--- src/rtl/linked_tick_timers.sv ---
module linked_tick_timers #(
  parameter int CNT_W = 32,
  parameter int NIB_W = 4,
  parameter int ADDR_W = 8,
  parameter logic [ADDR_W-1:0] MST_BASE = 8'h10,
  parameter logic [ADDR_W-1:0] SLV_BASE = 8'h20
) (
  input  logic              clk,
  input  logic              rst_n,
  input  logic              tick_en,
  input  logic              wr_en,
  input  logic [ADDR_W-1:0] addr,
  input  logic [NIB_W-1:0]  wdata,
  output logic [NIB_W-1:0]  rdata,
  output logic              hit
);
  localparam int NIBS  = CNT_W / NIB_W;
  localparam int IDX_W = $clog2(NIBS);
  localparam int OFS_W = IDX_W + 1;

  logic [CNT_W-1:0] cnt [2];
  logic [NIB_W-1:0] ctl [2];
  logic [1:0] ctl_hit, cnt_hit;

  wire [OFS_W-1:0] ofs = addr[OFS_W-1:0];
  wire [IDX_W-1:0] idx = ofs[IDX_W-1:0];
  wire run_m = ctl[0][0];
  wire run_s = ctl[0][0] & ctl[1][0];

  for (genvar c = 0; c < 2; c++) begin : g_ch
    localparam logic [ADDR_W-1:0] BASE = (c == 0) ? MST_BASE : SLV_BASE;
    logic [CNT_W-1:0] q;
    logic [NIB_W-1:0] r;
    wire sel  = addr[ADDR_W-1:OFS_W] == BASE[ADDR_W-1:OFS_W];
    wire step = tick_en & ((c == 0) ? run_m : run_s);

    assign ctl_hit[c] = sel && (ofs == '0);
    assign cnt_hit[c] = sel && ofs[OFS_W-1];

    always_ff @(posedge clk) begin
      if (!rst_n) begin
        q <= '0;
        r <= '0;
      end else begin
        if (wr_en && ctl_hit[c]) r <= wdata;
        if (wr_en && cnt_hit[c]) q[idx*NIB_W +: NIB_W] <= wdata;
        else if (step) q <= q + 1'b1;
      end
    end

    assign cnt[c] = q;
    assign ctl[c] = r;
  end

  always_comb begin
    rdata = '0;
    for (int c = 0; c < 2; c++) begin
      if (ctl_hit[c]) rdata = ctl[c];
      if (cnt_hit[c]) rdata = cnt[c][idx*NIB_W +: NIB_W];
    end
  end

  assign hit = |{ctl_hit, cnt_hit};
endmodule

--- config.mk ---
export PLATFORM = sky130hd
export DESIGN_NAME = linked_tick_timers
export DESIGN_NICKNAME = d
export VERILOG_FILES = /design/src/rtl/linked_tick_timers.sv
export SDC_FILE = /design/constraint.sdc
export NUM_CORES = 1
export LEC_CHECK = 0
export ABC_AREA = 0
export BUFFER_PORTS_ARGS = -buffer_cell sky130_fd_sc_hd__buf_2
export CORE_UTILIZATION = 57
export DETAILED_ROUTE_END_ITERATION = 10
export GPL_TIMING_DRIVEN = 0
export PLACE_DENSITY = 0.73
export SLEW_MARGIN = 20
export SYNTH_ARGS = -nofsm -noshare
export SYNTH_HDL_FRONTEND = slang
export SYNTH_SLANG_ARGS = --single-unit
--- constraint.sdc ---
create_clock -name clk -period 3.1 [get_ports clk]
set_input_delay 0.31 -clock clk [delete_from_list [all_inputs] [get_ports clk]]
set_output_delay 0.31 -clock clk [all_outputs]
set_load 0.05 [all_outputs]
==> results.cfg, run 1 <==
[layout]
final_area_um2 = 5931
drive_gt1_share_pct = 12.53
final_nets = 735
areaGrowthSynthToFinish_pct = 9.166
antenna_cells = 0
layout.cells.non_filler = 847

[clock_tree]
cts_tree = done
cts.reportedPaths.clkPinSlew_ps = 80
cts-buffers-inserted = 9
clkLatencyLatePin_ps = 360
htree_levels = 3
cts_sinks = 72
cts_root_buf = clkbuf_8
clock_path_buffers = 2

[floorplan]
die_h_um = 99.63
initial_utilization_pct = 58.79
core_um2 = 9240
die-width_um = 99.63
dieArea_um2 = 9925
rows = 35
io_pins = 21

[worst_hold_path]
min_path_cells = 4
worstHoldStart = wdata[1]
min_path_type = in2reg
hold_path_end = g_ch[1].q[17]

[placement]
dp_cells = 831
place.port_buffers = 14
placed_area_um2 = 5672
gp_congestion = 1.021
dp_slack_ps = -1071
dp_hpwl_um = 14890

[logic_synthesis]
synth_top_area_cell = dfxtp_1
synth_fp_nets = 709
yosys_warnings = 0
ys_ff_latch = 72
ys_types = 82
synthArstFlopShare_pct = 0
synth_area_leaders = dfxtp_1 (27%), mux4_2 (6.2%), nand2_1 (5.0%)
netlist_area_um2 = 5433
synth_top_cell_area_share_pct = 26.53
synth_area_per_cell_um2 = 7.896
syn_inst = 688
ys_seq_area_share_pct = 26.53
synth_ff_type = dfxtp_1
synth_enable_flop_cells = 0

[power_and_ir_drop]
powerDensity_nw_per_um2 = 331.7
p_comb_share_pct = 13.3
power_frac_clock_pct = 38.5
swShare_pct = 30.03
vdd_drop_max_mv = 0.2219
power_mw = 1.967
p_int_mw = 1.377
p_leak_nw = 2.039
p_seq_share_pct = 48.2
p_switching_mw = 0.5908

[drt]
drt_iter0_markers = 837
via_per_inst = 7.362
route.detailed.wl_per_inst_um = 24.05
firstDrtPassIters = 6
wl_um = 20370
ant_nets = 0
drc = 0
via_count = 6236

[worst_setup_path]
path_cells = clkbuf_2, clkbuf_4, inv_1, ha_1, ha_1, clkbuf_1, inv_1, nand4_1, and3_1, a311o_1, o21a_1
startpoint_type = input pin
reg2regPathDepth = 6
ff2ff_setup_slack_ps = 440
critical_path_required_ps = 3360
critPathKind = in2reg
timing.rr.start = g_ch[0].q[13]
crit_path_max_fanout = 10
reg2reg_to = g_ch[0].q[26]
critPathArrivalTime_ps = 3280
slowest_delay_ps = 380
end_kind = register
slowest_stage = nand4_1

[timing]
setup_ws_ps = 79.96
drv_slew = 0
tightest_slew_ps = 985.8
rsz0062_at_grt = true
fin_crit_sh_pct = 97.42
setup_viol = 0
clock_skew_ps = 11.90
max_freq_ghz = 0.3311
hold_viol_final = 0
relSlewSlack_pct = 33.84
fin_crit_ps = 3020

[outcome]
outcome = completed

[flow_run]
maxCapViolations = 0

[global_routing]
grt_pass1_vias = 5697
grt_use_total_pct = 41.45
antenna_found_initial = 0
grt_start_max_net_pins = 13
grt_pass1_wl_um = 31280
grt-ovfl-total = 0
==> worst max path at each step <==
stage                     startpoint             to  slack (ps)  cells after the start
after floorplan              addr[1]  g_ch[1].q[27]          10                     11
after global placement       addr[1]  g_ch[1].q[27]       -1210                     11
after detailed placement     addr[1]   g_ch[0].q[9]       -1070                     12
after CTS                    addr[1]  g_ch[1].q[27]          20                     11
after global routing         addr[1]  g_ch[1].q[30]         -30                     11
final                        addr[1]  g_ch[0].q[26]          80                     11
==> cells in the mapped netlist (4+ instances only) <==
cell / instances
nand3_1: 43
clkbuf_1: 40
nor2_1: 62
ha_1: 5
or4_1: 6
and4_1: 8
nor4_2: 4
and2_1: 9
nand2b_1: 5
dfxtp_1: 72
mux4_2: 15
o22ai_1: 7
xnor2_1: 7
a21oi_1: 30
xor2_1: 5
a311oi_1: 6
nor4_1: 11
and3_1: 11
o31a_1: 5
nand4_1: 23
inv_1: 16
o311ai_0: 4
nor3_1: 28
a211oi_1: 9
o211ai_1: 4
o221ai_1: 6
a31oi_1: 14
or3_1: 6
o21ai_0: 26
o221a_2: 8
a21o_1: 4
nor2b_1: 8
o21a_1: 12
mux2i_1: 19
nand2_1: 72
buf_2: 4
==> per-layer routing <==
layer	up-vias	global-route usage [%]	routed length, um
met4	0	19.23	1007
li1	2709	-	-
met1	2912	55.29	7832
met5	-	0	0
met3	102	12.65	2867
met2	513	61.38	8662
==> flip-flops by register name, summed over array words and instances, names as in the netlist <==
register,flops
g_ch.q,64
g_ch.r,8
==> cells in the final DEF, fill, tap and decap left out, types with 7 or more instances in the layout <==
| master | count |
|---|---|
| a211oi_1 | 9 |
| a21oi_1 | 30 |
| a31oi_1 | 14 |
| and2_1 | 9 |
| and3_1 | 11 |
| and4_1 | 8 |
| buf_2 | 18 |
| clkbuf_1 | 38 |
| clkbuf_8 | 9 |
| dfxtp_1 | 72 |
| inv_1 | 16 |
| mux2i_1 | 19 |
| mux4_2 | 15 |
| nand2_1 | 72 |
| nand3_1 | 43 |
| nand4_1 | 23 |
| nor2_1 | 61 |
| nor2b_1 | 8 |
| nor3_1 | 28 |
| nor4_1 | 10 |
| o21a_1 | 12 |
| o21ai_0 | 25 |
| o221a_2 | 8 |
| o22ai_1 | 7 |
| xnor2_1 | 7 |
==> power by group through the flow <==
stage / Combinational (mW) / Sequential, mW / Clock, mW
final: 0.261 / 0.949 / 0.758
after global routing: 0.269 / 0.950 / 0.785
after CTS: 0.238 / 0.947 / 0.756
after detailed placement: 0.236 / 0.969 / 0
after global placement: 0.231 / 0.969 / 0
after floorplan: 0.155 / 0.964 / 0
==> area by class of cell <==
class / count / area [um^2]
multi-input combinational: 547 / 3771
fill: 851 / 3309
sequential: 72 / 1441
buffer: 52 / 230.2
tap: 129 / 161.4
clock buffer: 9 / 123.9
timing repair buffer: 15 / 77.57
inverter: 17 / 63.81
clock inverter: 6 / 61.31
==> cells by family (layout without fill, tap and decap cells) <==
family                   Yosys count  after routing  synth area share, %
multiplexers                      38             38                10.82
adder cells (fa/ha/maj)            5              5                1.152
AO/OA/AOI/OAI                    175            175                23.35
AND/OR/NAND/NOR                  317            317                30.98
flip-flops                        72             72                26.53
XOR/XNOR                          12             12                1.935
buffers and inverters             69             99                5.228
==> per-stage QoR <==
step	TNS (ps)	hold WS (ps)	utilization, %
after floorplan	0	427.6	-
after global placement	-33750	467.2	61.31
after detailed placement	-38230	469.4	61.38
after CTS	0	437.5	63.52
after global routing	-27.41	474.1	64.18
final	0	467.1	64.18
==> what timing repair did <==
| item | CTS | global route |
|---|---|---|
| endpoints found under the hold margin | 0 | 0 |
| gates resized for setup | 5 | 12 |
| buffers inserted | 0 | 1 |
| setup endpoints to repair | 55 | 30 |
| pin swaps | 0 | 0 |
| hold buffers | 0 | 0 |
==> critical path: cells and delay by family <==
family          cells  cell delay [ps]
buf+inv             5             1190
compound gates      2              510
fa+ha+maj           2              530
simple gates        2              730
(Power assumes the default switching activity.)
==> run 2: changes to the inputs <==
- ABC_AREA: 0 -> 1
- CORE_UTILIZATION: 57 -> 58
- PLACE_DENSITY: 0.73 -> 0.74
==> run 2 against run 1 <==
Wire length rose by 6.8%. Core utilization shrank 0.57 points. Sequential cell count did not move. First-iteration DRC count rose by 7.0%. Non-clock buffer count decreased by 17. Clock skew decreased by 3.8 ps. Clock-buffer cell count up 4. Fmax up 12%. Global-route usage fell by 0.35 points. Combinational power shrank 16%. Critical path type unchanged. Clock power fell by 0.5%. Register-to-register slack better by 720 ps.
==> results.cfg, run 2 <==
[timing]
tightest_slew_ps = 876.5
clock_skew_ps = 8.117
tns_ps = 0
setup_viol = 0
relSlewSlack_pct = 41.12
setup_ws_ps = 412.9
drv_slew = 0
fin_crit_sh_pct = 86.68
fin_crit_ps = 2687
max_freq_ghz = 0.3721
hold_viol_final = 0
rsz0062_at_grt = false

[logic_synthesis]
synth_top_cell_area_share_pct = 23.60
synth_common_cells = nand2_1 (308), nor2_1 (140), nand3_1 (131)
ys_seq_area_share_pct = 23.60
synth_ff_type = dfxtp_1
synth_area_leaders = dfxtp_1 (24%), nand2_1 (19%), nand3_1 (11%)
synth_area_per_cell_um2 = 5.557
yosysMostFrequentCell = nand2_1
ys_ff_latch = 72
netlist_area_um2 = 6107
synth_fp_nets = 1120
ys_types = 37
synthArstFlopShare_pct = 0
yosys_warnings = 0
synth_enable_flop_cells = 0
syn_inst = 1099
synth_top_area_cell = dfxtp_1

[worst_setup_path]
path_cells = buf_2, inv_1, buf_2, ha_1, ha_1, inv_1, buf_2, nand3_1, nor2_1, inv_1, o21ai_0, a21oi_1, nor2_1
critical_path_required_ps = 3420
critPathArrivalTime_ps = 3010
critical-path-top-delay-family = simple AND/OR/NAND/NOR gates
reg2regPathDepth = 12
slowest_stage = nor2_1
critPathKind = in2reg
startpoint_type = input pin
timing.rr.start = g_ch[1].q[0]
crit_path_max_fanout = 19
crit_start = addr[0]
critPathBufInv = 6
path_depth = 13
end_kind = register
slowest_delay_ps = 450
ff2ff_setup_slack_ps = 1160

[layout]
reg.largest.list = g_ch.q (64), g_ch.r (8)
top_register = g_ch.q
areaGrowthSynthToFinish_pct = 7.048
layout_common_cells = nand2_1 (308), nor2_1 (140), nand3_1 (131)
layout.cells.non_filler = 1266
final.fill_count = 1097
drive_gt1_share_pct = 6.283
largest_reg_flops = 64
final_nets = 1146
layout_commonest_cell = nand2_1
antenna_cells = 0
final_area_um2 = 6538

[worst_hold_path]
min_path_type = in2reg
worstHoldStart = wdata[1]
min_path_cells = 3

[floorplan]
core_um2 = 10280
io_pins = 21
dieArea_um2 = 10940
die_h_um = 104.6
initial_utilization_pct = 59.42
rows = 37
die-width_um = 104.6

[clock_tree]
cts.repair.resized = 0
cts_hold_buf = 0
clkLatencyLatePin_ps = 380
htree_levels = 3
cts.reportedPaths.clkPinSlew_ps = 90
post_cts_buffers = 0
cts_root_buf = clkbuf_8
cts_sinks = 72
cts_tree = done
clock_path_buffers = 2
cts-buffers-inserted = 9

[drt]
via_per_inst = 5.932
ant_nets = 0
drt_iter0_markers = 896
route.detailed.wl_per_inst_um = 17.19
drc = 0
via_count = 7510
firstDrtPassIters = 5
wl_um = 21760

[global_routing]
grt_start_max_net_pins = 12
grt-ovfl-total = 0
grt_pass1_vias = 6617
antenna_found_initial = 0
grt_pass1_wl_um = 34490
grt_use_total_pct = 41.10

[placement]
dp_slack_ps = -302.0
dp_cells = 1251
place.port_buffers = 16
gp_congestion = 1.009
placed_area_um2 = 6357
dp_hpwl_um = 16600

[flow_run]
maxCapViolations = 0

[power_and_ir_drop]
power_mw = 1.901
powerDensity_nw_per_um2 = 290.7
vdd_drop_max_mv = 0.2149
p_leak_nw = 2.808

[outcome]
outcome = completed
## run 2: worst paths after layout
path                    to
min           g_ch[0].r[1]
max reg2reg  g_ch[1].q[20]
min reg2reg   g_ch[0].r[3]
max          g_ch[0].q[30]
## run 2: report_power, final
part	total [mW]	internal, mW	switching (mW)
Clock	0.754	0.353	0.400
Combinational	0.218	0.0523	0.166
Sequential	0.929	0.926	0.00284
Total	1.90	1.33	0.569
## run 2: cells by family after synthesis
family	count (synthesis)	synth area share (%)
flip-flops	72	23.60
buffers and inverters	169	10.84
AO/OA/AOI/OAI	214	18.60
XOR/XNOR	9	1.291
multiplexers	3	0.4917
adder cells (fa/ha/maj)	5	1.024
AND/OR/NAND/NOR	627	44.15
## run 2: area by class of cell
| cell class | instances | area, um^2 | area share [%] |
|---|---|---|---|
| Buffer | 34 | 155.1 | 2.373 |
| Clock buffer | 13 | 168.9 | 2.584 |
| Tap cell | 136 | 170.2 | 2.603 |
| Clock inverter | 3 | 15.01 | 0.2297 |
| Sequential cell | 72 | 1441 | 22.05 |
| Timing Repair Buffer | 16 | 80.08 | 1.225 |
| Inverter | 134 | 503.0 | 7.694 |
| Multi-Input combinational cell | 858 | 4004 | 61.24 |
## run 2: through the flow
| stage | hold WS [ps] | util (%) |
|---|---|---|
| after floorplan | 429.8 | - |
| after global placement | 448.9 | 61.86 |
| final | 245.9 | 63.61 |
| after CTS | 235.7 | 63.65 |
| after detailed placement | 449.6 | 61.86 |
| after global routing | 265.5 | 63.61 |
## run 2: worst reg2reg max path, stage by stage (launching register included)
cell and delay (ps):
dfxtp_1 410, ha_1 210, nand2_1 70, nor2_1 190, nand2_1 190, nor2_1 330, nand2_1 90, nand2_1 70
nand2_1 50, nand2_1 60, nand3_1 80, nand2_1 70, inv_1 40
## run 2: routing by layer
layer  track usage (%)  wire, um
met5                 0         0
met1             57.53      9157
met3             9.482      2821
met2             58.14      8827
met4             21.73       956
==> run 3: changes to the inputs <==
- RECOVER_POWER: not set -> 25
- SLEW_MARGIN: 20 -> 25
==> run 3 against run 2 <==
Die area unchanged. Critical path depth unchanged. Worst hold slack lost 2.8 ps.
==> results.cfg, run 3 (synthesis gave the netlist of run 2 again) <==
[outcome]
outcome = completed

[clock_tree]
cts-buffers-inserted = 9
cts_tree = done
cts_sinks = 72
clkLatencyLatePin_ps = 380
htree_levels = 3
cts.reportedPaths.clkPinSlew_ps = 90
cts_root_buf = clkbuf_8
clock_path_buffers = 2
cts_hold_buf = 0

[global_routing]
antenna_found_initial = 0
grt_start_max_net_pins = 12
grt-ovfl-total = 0
grt_use_total_pct = 41.10
grt_pass1_vias = 6617
grt_pass1_wl_um = 34490

[floorplan]
io_pins = 21
dieArea_um2 = 10940
rows = 37
die-width_um = 104.6
initial_utilization_pct = 59.42
core_um2 = 10280
die_h_um = 104.6

[worst_setup_path]
critPathBufInv = 6
critical-path-top-delay-family = buffers and inverters
critical_path_required_ps = 3420
path_common_cell = inv_1
critPathArrivalTime_ps = 3090
path_cells = clkbuf_1, inv_1, buf_2, ha_1, ha_1, inv_1, buf_2, nand3_1, nor2_1, inv_1, o21ai_0, a21oi_1, nor2_1
timing.rr.start = g_ch[1].q[0]
end_kind = register
critPathKind = in2reg
crit_start = addr[0]
slowest_stage = nor2_1
crit_path_max_fanout = 19
startpoint_type = input pin
slowest_delay_ps = 450

[timing]
max_freq_ghz = 0.3614
drv_slew = 0
fin_crit_ps = 2767
fin_crit_sh_pct = 89.27
hold_ws_ps = 243.1
hold_viol_final = 0
tightest_slew_ps = 850.9
setup_viol = 0
rsz0062_at_grt = false
relSlewSlack_pct = 42.84
clock_skew_ps = 9.397
setup_ws_ps = 332.7

[flow_run]
maxCapViolations = 0

[layout]
reg.largest.list = g_ch.q (64), g_ch.r (8)
final_nets = 1146
layout_common_cells = nand2_1 (308), nor2_1 (143), nand3_1 (131)
drive_gt1_share_pct = 5.664
largest_reg_flops = 64
top_register = g_ch.q
layout_commonest_cell = nand2_1
areaGrowthSynthToFinish_pct = 6.699
antenna_cells = 0

[worst_hold_path]
min_path_type = in2reg
worstHoldStart = wdata[1]

[drt]
ant_nets = 0
drc = 0
wl_um = 21740
via_count = 7557
route.detailed.wl_per_inst_um = 17.17
via_per_inst = 5.969
firstDrtPassIters = 8
drt_iter0_markers = 1019

[placement]
gp_congestion = 1.009
dp_slack_ps = -302.0
dp_hpwl_um = 16600
place.port_buffers = 16

[power_and_ir_drop]
power_mw = 1.895
p_leak_nw = 2.803
powerDensity_nw_per_um2 = 290.9
vdd_drop_max_mv = 0.2157
## run 3: cell count changes in the layout (fill, tap and decap cells not counted)
cell,change
nand4_1,+1
clkbuf_1,+2
nor2_2,-2
nor2_4,-1
inv_1,+1
buf_2,-2
nand4_2,-1
nor2_1,+3
inv_2,-1
## run 3: path summary, 6_finish.rpt
check	end	slack, ps	cells past startpoint
setup / recovery	g_ch[0].q[30]	330	13
hold / removal	g_ch[0].r[1]	240	3
setup reg to reg	g_ch[1].q[20]	1130	12
hold reg to reg	g_ch[0].r[3]	460	2
## run 3: tightest hold or removal path: cells and delay by family
kind            cells  cell delay [ps]
buf+inv             1              130
simple gates        1               80
compound gates      1               60
## run 3: where the power goes
group | leakage (nW) | internal [mW] | total (mW) | switching [mW]
registers | 0.580 | 0.926 | 0.929 | 0.00286
clock network | 0.0992 | 0.353 | 0.753 | 0.400
logic | 2.12 | 0.0508 | 0.214 | 0.163
## run 3: final cells by class
class	instances	area, um^2
clock inverter	3	15.01
fill	1104	3761
tap	136	170.2
multi-input combinational	858	3985
buffer	34	153.9
sequential	72	1441
inverter	134	503.0
clock buffer	13	168.9
timing repair buffer	16	78.83
## run 3: stage by stage
step | utilization [%] | TNS, ps | cell area (um^2) | std cells
after CTS | 63.65 | 0 | 6541 | 1267
after detailed placement | 61.86 | -2352 | 6357 | 1251
after global placement | 61.86 | -2089 | 6357 | 1251
after floorplan | - | 0 | 6107 | 1099
after global routing | 63.40 | 0 | 6516 | 1266
final | 63.40 | 0 | 6516 | 1266
## run 3: per-layer routing
layer | vias up | part of all wire, % | global-route usage [%]
met5 | - | 0 | 0
met1 | 3366 | 42 | 57.53
met3 | 70 | 13 | 9.482
li1 | 3637 | - | -
met2 | 484 | 41 | 58.14
met4 | 0 | 4.1 | 21.73
## run 3: timing repair
item,CTS,global route
setup buffers,0,0
gates resized for setup,0,0
endpoints found under the hold margin,0,0
setup endpoints to repair,0,13
